$ cat config.mk
export PLATFORM = sky130hd
export DESIGN_NAME = comma_word_framer
export DESIGN_NICKNAME = d
export VERILOG_FILES = /design/src/rtl/rwf_pkg.sv /design/src/rtl/rwf_en_sync.sv /design/src/rtl/rwf_window.sv /design/src/rtl/rwf_slicer.sv /design/src/rtl/comma_word_framer.sv
export SDC_FILE = /design/constraint.sdc
export NUM_CORES = 1
export LEC_CHECK = 0
export ABC_AREA = 1
export BUFFER_PORTS_ARGS = -buffer_cell sky130_fd_sc_hd__clkbuf_2
export CAP_MARGIN = 15
export CORE_UTILIZATION = 40
export CTS_BUF_LIST = sky130_fd_sc_hd__clkbuf_4 sky130_fd_sc_hd__clkbuf_8 sky130_fd_sc_hd__clkbuf_16
export DETAILED_ROUTE_END_ITERATION = 8
export GPL_ROUTABILITY_DRIVEN = 0
export MAX_ROUTING_LAYER = met4
export PLACE_DENSITY = 0.56
export SETUP_SLACK_MARGIN = 0.4
export SKIP_CTS_REPAIR_TIMING = 1
export SLEW_MARGIN = 30
export SYNTH_ARGS = -nofsm -noshare
export SYNTH_HDL_FRONTEND = slang
export SYNTH_SLANG_ARGS = --single-unit
$ cat constraint.sdc
create_clock -name clk -period 1 [get_ports clk]
set_input_delay 0.05 -clock clk [delete_from_list [all_inputs] [get_ports clk]]
set_output_delay 0.05 -clock clk [all_outputs]
set_load 0.01 [all_outputs]
$ cat src/rtl/rwf_pkg.sv
package rwf_pkg;
  localparam int WORD_W   = 10;
  localparam int MARK_LEN = 7;
  localparam int SYNC_N   = 2;
  // bit i = i-th bit in transmission order
  localparam logic [MARK_LEN-1:0] MARK_POS = 7'b1111100;
  localparam logic [MARK_LEN-1:0] MARK_NEG = ~MARK_POS;
endpackage

$ cat src/rtl/rwf_en_sync.sv
module rwf_en_sync #(
  parameter int STAGES = rwf_pkg::SYNC_N
) (
  input  logic clk,
  input  logic rst_n,
  input  logic en_in,
  output logic en_out
);
  logic [STAGES-1:0] stg_q;
  logic [STAGES-1:0] stg_d;

  generate
    if (STAGES == 1) begin : g_one
      always_comb stg_d = en_in;
    end else begin : g_many
      always_comb stg_d = {stg_q[STAGES-2:0], en_in};
    end
  endgenerate

  always_ff @(posedge clk or negedge rst_n) begin
    if (!rst_n) stg_q <= '0;
    else        stg_q <= stg_d;
  end

  assign en_out = stg_q[STAGES-1];

  // the effective enable follows the input with a fixed lag
  a_r8_en_lag: assert property (@(posedge clk) disable iff (!rst_n)
    $rose(en_out) |-> $past(stg_q[0]));
endmodule

$ cat src/rtl/rwf_window.sv
module rwf_window #(
  parameter int W = rwf_pkg::WORD_W
) (
  input  logic         clk,
  input  logic         rst_n,
  input  logic         bit_vld,
  input  logic         bit_in,
  output logic [W-1:0] win_nx,
  output logic         full_nx,
  output logic         full_q
);
  localparam int FW = $clog2(W + 1);

  logic [W-1:0]  win_q;
  logic [FW-1:0] fill_q;
  logic [FW-1:0] fill_nx;

  always_comb begin
    win_nx  = win_q;
    fill_nx = fill_q;
    if (bit_vld) begin
      // newest bit enters at the top, oldest sits in bit 0
      win_nx = {bit_in, win_q[W-1:1]};
      if (fill_q != FW'(W)) fill_nx = fill_q + 1'b1;
    end
    full_nx = (fill_nx == FW'(W));
  end

  always_ff @(posedge clk or negedge rst_n) begin
    if (!rst_n) begin
      win_q  <= '0;
      fill_q <= '0;
    end else if (bit_vld) begin
      win_q  <= win_nx;
      fill_q <= fill_nx;
    end
  end

  assign full_q = (fill_q == FW'(W));

  // fill never exceeds the word width
  a_r1_fill_cap: assert property (@(posedge clk) disable iff (!rst_n)
    fill_q <= FW'(W));
  // without a strobe the window holds
  a_r3_win_hold: assert property (@(posedge clk) disable iff (!rst_n)
    !bit_vld |=> $stable(win_q));
endmodule

$ cat src/rtl/rwf_slicer.sv
module rwf_slicer #(
  parameter int W = rwf_pkg::WORD_W
) (
  input  logic         clk,
  input  logic         rst_n,
  input  logic         bit_vld,
  input  logic         en_eff,
  input  logic [W-1:0] win_nx,
  input  logic         full_nx,
  output logic         word_vld,
  output logic [W-1:0] word_out,
  output logic         comma_flag
);
  import rwf_pkg::*;
  localparam int CW = $clog2(W + 1);

  logic [CW-1:0] cnt_q, cnt_nx, cnt_inc;
  logic [W-1:0]  word_q, word_nx;
  logic          vld_q, vld_nx;
  logic          flg_q, flg_nx;
  logic          hit, wrap, emit;

  always_comb begin
    cnt_inc = cnt_q + 1'b1;
    hit     = bit_vld && full_nx && en_eff && (win_nx[MARK_LEN-1:0] == MARK_POS);
    wrap    = bit_vld && (cnt_inc == CW'(W));
    emit    = hit || wrap;
    cnt_nx  = cnt_q;
    if (bit_vld) cnt_nx = emit ? '0 : cnt_inc;
    word_nx = emit ? win_nx : word_q;
    vld_nx  = emit;
    flg_nx  = hit;
  end

  always_ff @(posedge clk or negedge rst_n) begin
    if (!rst_n) begin
      cnt_q  <= '0;
      word_q <= '0;
      vld_q  <= 1'b0;
      flg_q  <= 1'b0;
    end else begin
      cnt_q  <= cnt_nx;
      word_q <= word_nx;
      vld_q  <= vld_nx;
      flg_q  <= flg_nx;
    end
  end

  assign word_vld   = vld_q;
  assign word_out   = word_q;
  assign comma_flag = flg_q;

  // the bit count stays inside one character
  a_r3_cnt_range: assert property (@(posedge clk) disable iff (!rst_n)
    cnt_q < CW'(W));
  // a flag needs the synchronized enable on the accepting clock
  a_r7_flag_needs_en: assert property (@(posedge clk) disable iff (!rst_n)
    flg_q |-> $past(en_eff));
endmodule

$ cat src/rtl/comma_word_framer.sv
module comma_word_framer #(
  parameter int W      = rwf_pkg::WORD_W,
  parameter int STAGES = rwf_pkg::SYNC_N
) (
  input  logic         clk,
  input  logic         rst_n,
  input  logic         frame_en,
  input  logic         bit_vld,
  input  logic         bit_in,
  output logic         word_vld,
  output logic [W-1:0] word_out,
  output logic         comma_flag
);
  import rwf_pkg::*;

  logic [1:0]   rs_q;
  logic         rst_i_n;
  logic         en_eff;
  logic [W-1:0] win_nx;
  logic         full_nx;
  logic         full_q;

  // asynchronous assertion, synchronous release
  always_ff @(posedge clk or negedge rst_n) begin
    if (!rst_n) rs_q <= 2'b00;
    else        rs_q <= {rs_q[0], 1'b1};
  end
  assign rst_i_n = rs_q[1];

  rwf_en_sync #(.STAGES(STAGES)) i_sync (
    .clk(clk), .rst_n(rst_i_n), .en_in(frame_en), .en_out(en_eff)
  );

  rwf_window #(.W(W)) i_win (
    .clk(clk), .rst_n(rst_i_n), .bit_vld(bit_vld), .bit_in(bit_in),
    .win_nx(win_nx), .full_nx(full_nx), .full_q(full_q)
  );

  rwf_slicer #(.W(W)) i_slc (
    .clk(clk), .rst_n(rst_i_n), .bit_vld(bit_vld), .en_eff(en_eff),
    .win_nx(win_nx), .full_nx(full_nx),
    .word_vld(word_vld), .word_out(word_out), .comma_flag(comma_flag)
  );

  // no character before the window has filled
  a_r1_no_early_word: assert property (@(posedge clk) disable iff (!rst_i_n)
    word_vld |-> full_q);
  // every strobe follows an accepted bit
  a_r3_vld_needs_bit: assert property (@(posedge clk) disable iff (!rst_i_n)
    word_vld |-> $past(bit_vld));
  // a flagged character carries the positive comma
  a_r4_flag_pattern: assert property (@(posedge clk) disable iff (!rst_i_n)
    comma_flag |-> (word_vld && word_out[MARK_LEN-1:0] == MARK_POS));
  // the negative form is never flagged
  a_r5_neg_ignored: assert property (@(posedge clk) disable iff (!rst_i_n)
    (word_vld && word_out[MARK_LEN-1:0] == MARK_NEG) |-> !comma_flag);
endmodule

# Word level (Yosys, flattened, before mapping)
# Index checks and enable logic that the tools add are counted.
[totals]
out_inout_bits = 12
reg_bits = 34
elab_cells = 23
inputBits = 5
[classes]
n_eq_ne = 4
add_sub_neg = 2
n_reduce_logical = 5
muxes = 4
[op_table]
columns = ["op", "n"]
rows = [
  ["4-bit 2-to-1 mux", 3],
  ["10-bit 2-to-1 mux", 1],
  ["4-bit by 1-bit adder with 4-bit output (second input constant)", 2],
  ["4-bit == test (second input constant)", 2],
  ["7-bit == test (second input constant)", 1],
  ["1-bit logical AND", 4],
  ["4-bit != test (second input constant)", 1],
  ["1-bit logical OR", 1],
]

# Logic depth before layout (Yosys ltp)
[logic_depth]
ltp_word = 9
ltp_mapped = 14
ltp_nobuf = 11

# Cells and area by module
# Synthesis repeated with hierarchy kept, for this count alone.
[unflattened]
hier_cells = 189
area_unflattened_um2 = 1627.8
[modules_own_cells]
columns = ["mod", "cells_each", "seq_area_each_um2", "area_each_um2", "instances"]
rows = [
  ["rwf_slicer", 99, 400.4, 844.6, 1],
  ["rwf_window", 85, 350.3, 679.4, 1],
  ["comma_word_framer", 3, 50.0, 53.8, 1],
  ["rwf_en_sync", 2, 50.0, 50.0, 1],
]

# Worst setup path before layout
# No wires, ideal clock.
[synth_timing]
path_kind = "flip-flop to flip-flop"
startpoint = "reg i_win.fill_q[0]"
endpoint = "reg i_slc.word_q[4], in the netlist i_slc.word_out[4]"
setup_slack_ns = -0.600
required_time_ns = 0.883
synth_period_minus_slack_ns = 1.600
setup_time_ns = 0.117
n_path_buf = 1
t_arrival_ns = 1.483
stages_incl_launch_ff = 12
cell_sequence = "dfrtp_1 > inv_1 > ha_1 > nor2_1 > nand2_1 > nor2_1 > nand2_1 > nor2_1 > nand2_2 > buf_2 > nand3_1 > nand2_1"
[synth_via]
elab_chain_cells = 8
elab_cells_between_ends = 9
classes_between = "add/sub: 1; eq/ne: 2; mux: 2; reduce/logical: 4"
[synth_rtl]
columns = ["element", "line", "text"]
rows = [
  ["start: declaration", "rwf_window.sv:15", "logic [FW-1:0] fill_q;"],
  ["start signal: assignment", "rwf_window.sv:35", "fill_q <= fill_nx;"],
  ["4-bit by 1-bit adder with 4-bit output or 4-bit != test (tied branches)", "rwf_window.sv:24", "if (fill_q != FW'(W)) fill_nx = fill_q + 1'b1;"],
  ["4-bit 2-to-1 mux", "rwf_window.sv:24", ""],
  ["4-bit 2-to-1 mux *", "rwf_window.sv:21", "if (bit_vld) begin"],
  ["4-bit == test *", "rwf_window.sv:26", "full_nx = (fill_nx == FW'(W));"],
  ["1-bit logical AND * (3 in a row)", "rwf_slicer.sv:25", "hit = bit_vld && full_nx && en_eff && (win_nx[MARK_LEN-1:0] == MARK_POS);"],
  ["1-bit logical OR *", "rwf_slicer.sv:27", "emit = hit || wrap;"],
  ["end signal: assignment", "rwf_slicer.sv:43", "word_q <= word_nx;"],
  ["end: declaration", "rwf_slicer.sv:18", "logic [W-1:0] word_q, word_nx;"],
]
# Mark *: on every way between the ends. The rest lies on a longest branch, timed or not.
# A chain may end at the register's enable or synchronous reset.

# Worst setup path after layout
[layout_timing]
startpoint = "reg i_win.fill_q[0]"
endpoint = "reg i_slc.word_q[8], in the netlist i_slc.word_out[8]"
# Same word-level chain as after synthesis.

==> results.txt <==
----------------------------------------------------
[Floorplanning]
  Vertical extent of the die ... 63.4 um
  # rows ... 21
  Standard cell core area ... around 3500 um^2
  Starting Density ... between 40% and 50%
  Number of top-level pins ... 17
  Chip Width ... roughly 63 um
  Overall die area ... ~4000 um^2

[Detailed routing]
  Initial drt markers ... 40
  Residual antenna-violating net count after detailed routing ... 0
  Post-DR wirelength/cell ... between 10 and 15 um
  Routed via count divided by cell count ... roughly 4.6
  Total via count after detailed routing ... between 1k and 1.5k
  # DRC ... 0
  Count of TritonRoute iterations in the first routing pass ... 4
  Post-detailed-routing wire length ... roughly 3300 um

[Synth]
  Synth Register Bits ... 34
  Net count after synthesis ... 180
  Number of flops mapped to enable cells by yosys ... 0
  Dominant cells by area after synthesis ... dfrtp_1 (56%), nand2_1 (14%), nand3_1 (7.6%)
  Fraction of synthesized cell area taken by the top area cell type ... between 50% and 60%
  Average instance area after synthesis ... 8.81 um^2
  Most numerous cell types in the synthesized netlist ... nand2_1 (58), dfrtp_1 (34), nand3_1 (23), inv_1 (13), nor2_1 (11)
  Most frequent cell after synthesis ... nand2_1
  Top FF cell, synth ... dfrtp_1
  Top cell type by total area after synthesis ... dfrtp_1
  Warnings from Yosys ... 0
  Sequential cell area fraction in the yosys report ... 56.5%
  Fraction of synthesis flops using an asynchronous set or reset pin ... 100%
  Number of different library cells in the post-synthesis netlist ... 20
  Area of the mapped netlist ... approximately 1500 um^2
  Post-synthesis cell count ... 171

[Setup path]
  Cell Chain, Critical Path ... inv_2 -> ha_4 -> nor2_4 -> nand2_2 -> nor2_1 -> nand2_1 -> nor2_1 -> nand2_2 -> buf_6 -> nand3_1 -> nand2_1
  Crit-path slowest cell ... dfrtp_1
  Worst Setup Start Kind ... flip-flop
  Endpoint type of the worst setup path ... flip-flop
  Arrival time at the worst endpoint ... 1.77 ns
  Type of the setup path with the least slack ... flip-flop to flip-flop
  Required time reported for the critical path endpoint ... around 1.2 ns
  CP Max Fanout ... 7
  Slowest Stage Delay on Critical Path ... 0.42 ns

[Timing]
  Hold Vio Cnt, Final ... 0
  Setup-violating endpoint count in the final report ... 20
  Final worst clock skew ... between 0.004 and 0.005 ns
  Final number of max-transition violations ... 0
  Fin Setup TNS ... -9.34 ns
  Setup ws final ... -0.592 ns
  Share of the cycle needed by the critical path after routing ... 159%
  Setup repair after global routing missed its margin ... yes
  Minimum period implied by the final worst setup slack ... roughly 1.6 ns
  Peak Freq ... around 0.63 GHz

[Status]
  Failing checks ... negative setup slack
  Result of the run ... complete, but fails checks

[Cells and area]
  Share of post-route cells with drive strength above 1 ... between 40% and 50%
  Layout-stage area growth over the synthesis result ... 48.8%
  Antenna diode instance count ... 0
  Final layout net count ... approximately 240
  Final instance area ... 2240 um^2

[Power and ir drop]
  Power density normalized to cell area ... 2360 nW/um^2
  Leakage Power ... ~1.2 nW
  Worst VDD drop ... between 1 and 1.5 mV

[Global route]
  Largest net degree at the start of global routing ... 33
  Wire length of the first global-routing pass ... approximately 5400 um
  Initial antenna violation count ... 0
  Overall fraction of global-route tracks in use ... 18.6%
  Via count of the first global-routing pass ... 1180
  Total grt overflow ... 0

[Clock network]
  Maximum clock insertion buffer count ... 2
  CTS H-tree lvls ... 2
  Worst-skew pair later-pin latency ... approximately 0.28 ns
  Sink count of the clock tree ... 34
  Post-CTS clock slew at the launch and capture registers of the worst setup and hold paths ... approximately 0.07 ns
  CTS tree ... built
  Number of clock buffers inserted by TritonCTS ... 5
  Root cell of the clock tree ... clkbuf_8

[Placed design]
  Estimated wirelength of the detail-placed design ... around 2100 um
  Count of buffers from port buffering ... 16
  Placed cell areas ... ~1900 um^2

[Flow run]
  Maxcap violations ... 0

[Min path]
  Min-delay worst type ... input port to flip-flop

----------------------------------------------------
-- metal layers --
layer,GRT usage [%],up-vias,wire length (um)
met4,8.52,0,35
met1,23.1,610,1530
li1,-,646,-
met2,27.1,21,1630
met5,-,-,0
met3,6.52,4,108
-- sequential cells by signal (all words and copies together), names as in the netlist --
name / cells
i_slc.word_out: 10
i_slc.cnt_q: 4
rs_q: 2
i_sync.stg_q: 2
i_win.fill_q: 4
i_win.win_q: 10
i_slc.word_vld: 1
i_slc.comma_flag: 1
-- cells by family after synthesis --
logic type	share of synthesized area, %
XOR/XNOR	1.74
flip-flops	56.5
AND/OR/NAND/NOR	29.5
buffers and inverters	7.06
AO/OA/AOI/OAI	1.66
other	0.249
adder cells (fa/ha/maj)	3.32
-- cells in the final DEF (no fill, tap or decap), drive strengths merged --
cell,instances
conb,1
nor2,12
xnor2,1
buf,53
nand4,2
dlygate4sd3,2
ha,4
nor3b,1
nand3,23
clkbuf,11
o21ai,4
xor2,2
clkinv,1
nand2,65
inv,14
dfrtp,34
a21oi,1
-- critical path, delay by kind of cell (launching register included) --
kind	cells	cell delay, ns
flops	1	0.42
simple gates	8	0.61
fa+ha+maj	1	0.20
buf+inv	2	0.25
-- final cells by class --
cell class	count	area [um^2]
fill	286	1230
tap	46	57.6
sequential	34	856
timing repair buffer	59	485
clock buffer	7	90.1
inverter	14	57.6
multi-input combinational	116	689
clock inverter	1	5.00
-- through the flow --
stage	util, %	cells	hold slack (ns)	total power [mW]	setup WS [ns]
2_1_floorplan	-	171	-0.246	2.97	-0.501
3_3_place_gp	53.7	256	-0.164	3.67	-0.570
3_5_place_dp	53.7	256	-0.157	3.71	-0.587
4_1_cts	56.4	264	-0.467	4.80	-0.592
5_1_grt	64.6	277	0.00560	5.70	-0.710
6_report	64.6	277	0.00671	5.28	-0.592
-- final timing paths --
check	from	endpoint	slack, ns	depth (start not counted)
max reg2reg	i_win.fill_q[0]	i_slc.word_out[8]	-0.59	11
min	bit_in	i_win.win_q[9]	0.007	3
min in group asynchronous	rst_n	rs_q[1]	0.09	2
max	i_win.fill_q[0]	i_slc.word_out[8]	-0.59	11
min reg2reg	rs_q[1]	i_win.fill_q[0]	0.25	1
max in group asynchronous	rs_q[1]	i_win.win_q[9]	0.60	1
-- report_power, final --
part / total [mW] / leakage (nW) / switching, mW / internal [mW]
combinational: 2.14 / 0.714 / 1.00 / 1.14
sequential: 2.06 / 0.422 / 0.288 / 1.77
clock: 1.08 / 0.0517 / 0.494 / 0.583
total: 5.28 / 1.19 / 1.79 / 3.50
Power figures use the tool's default switching activity.
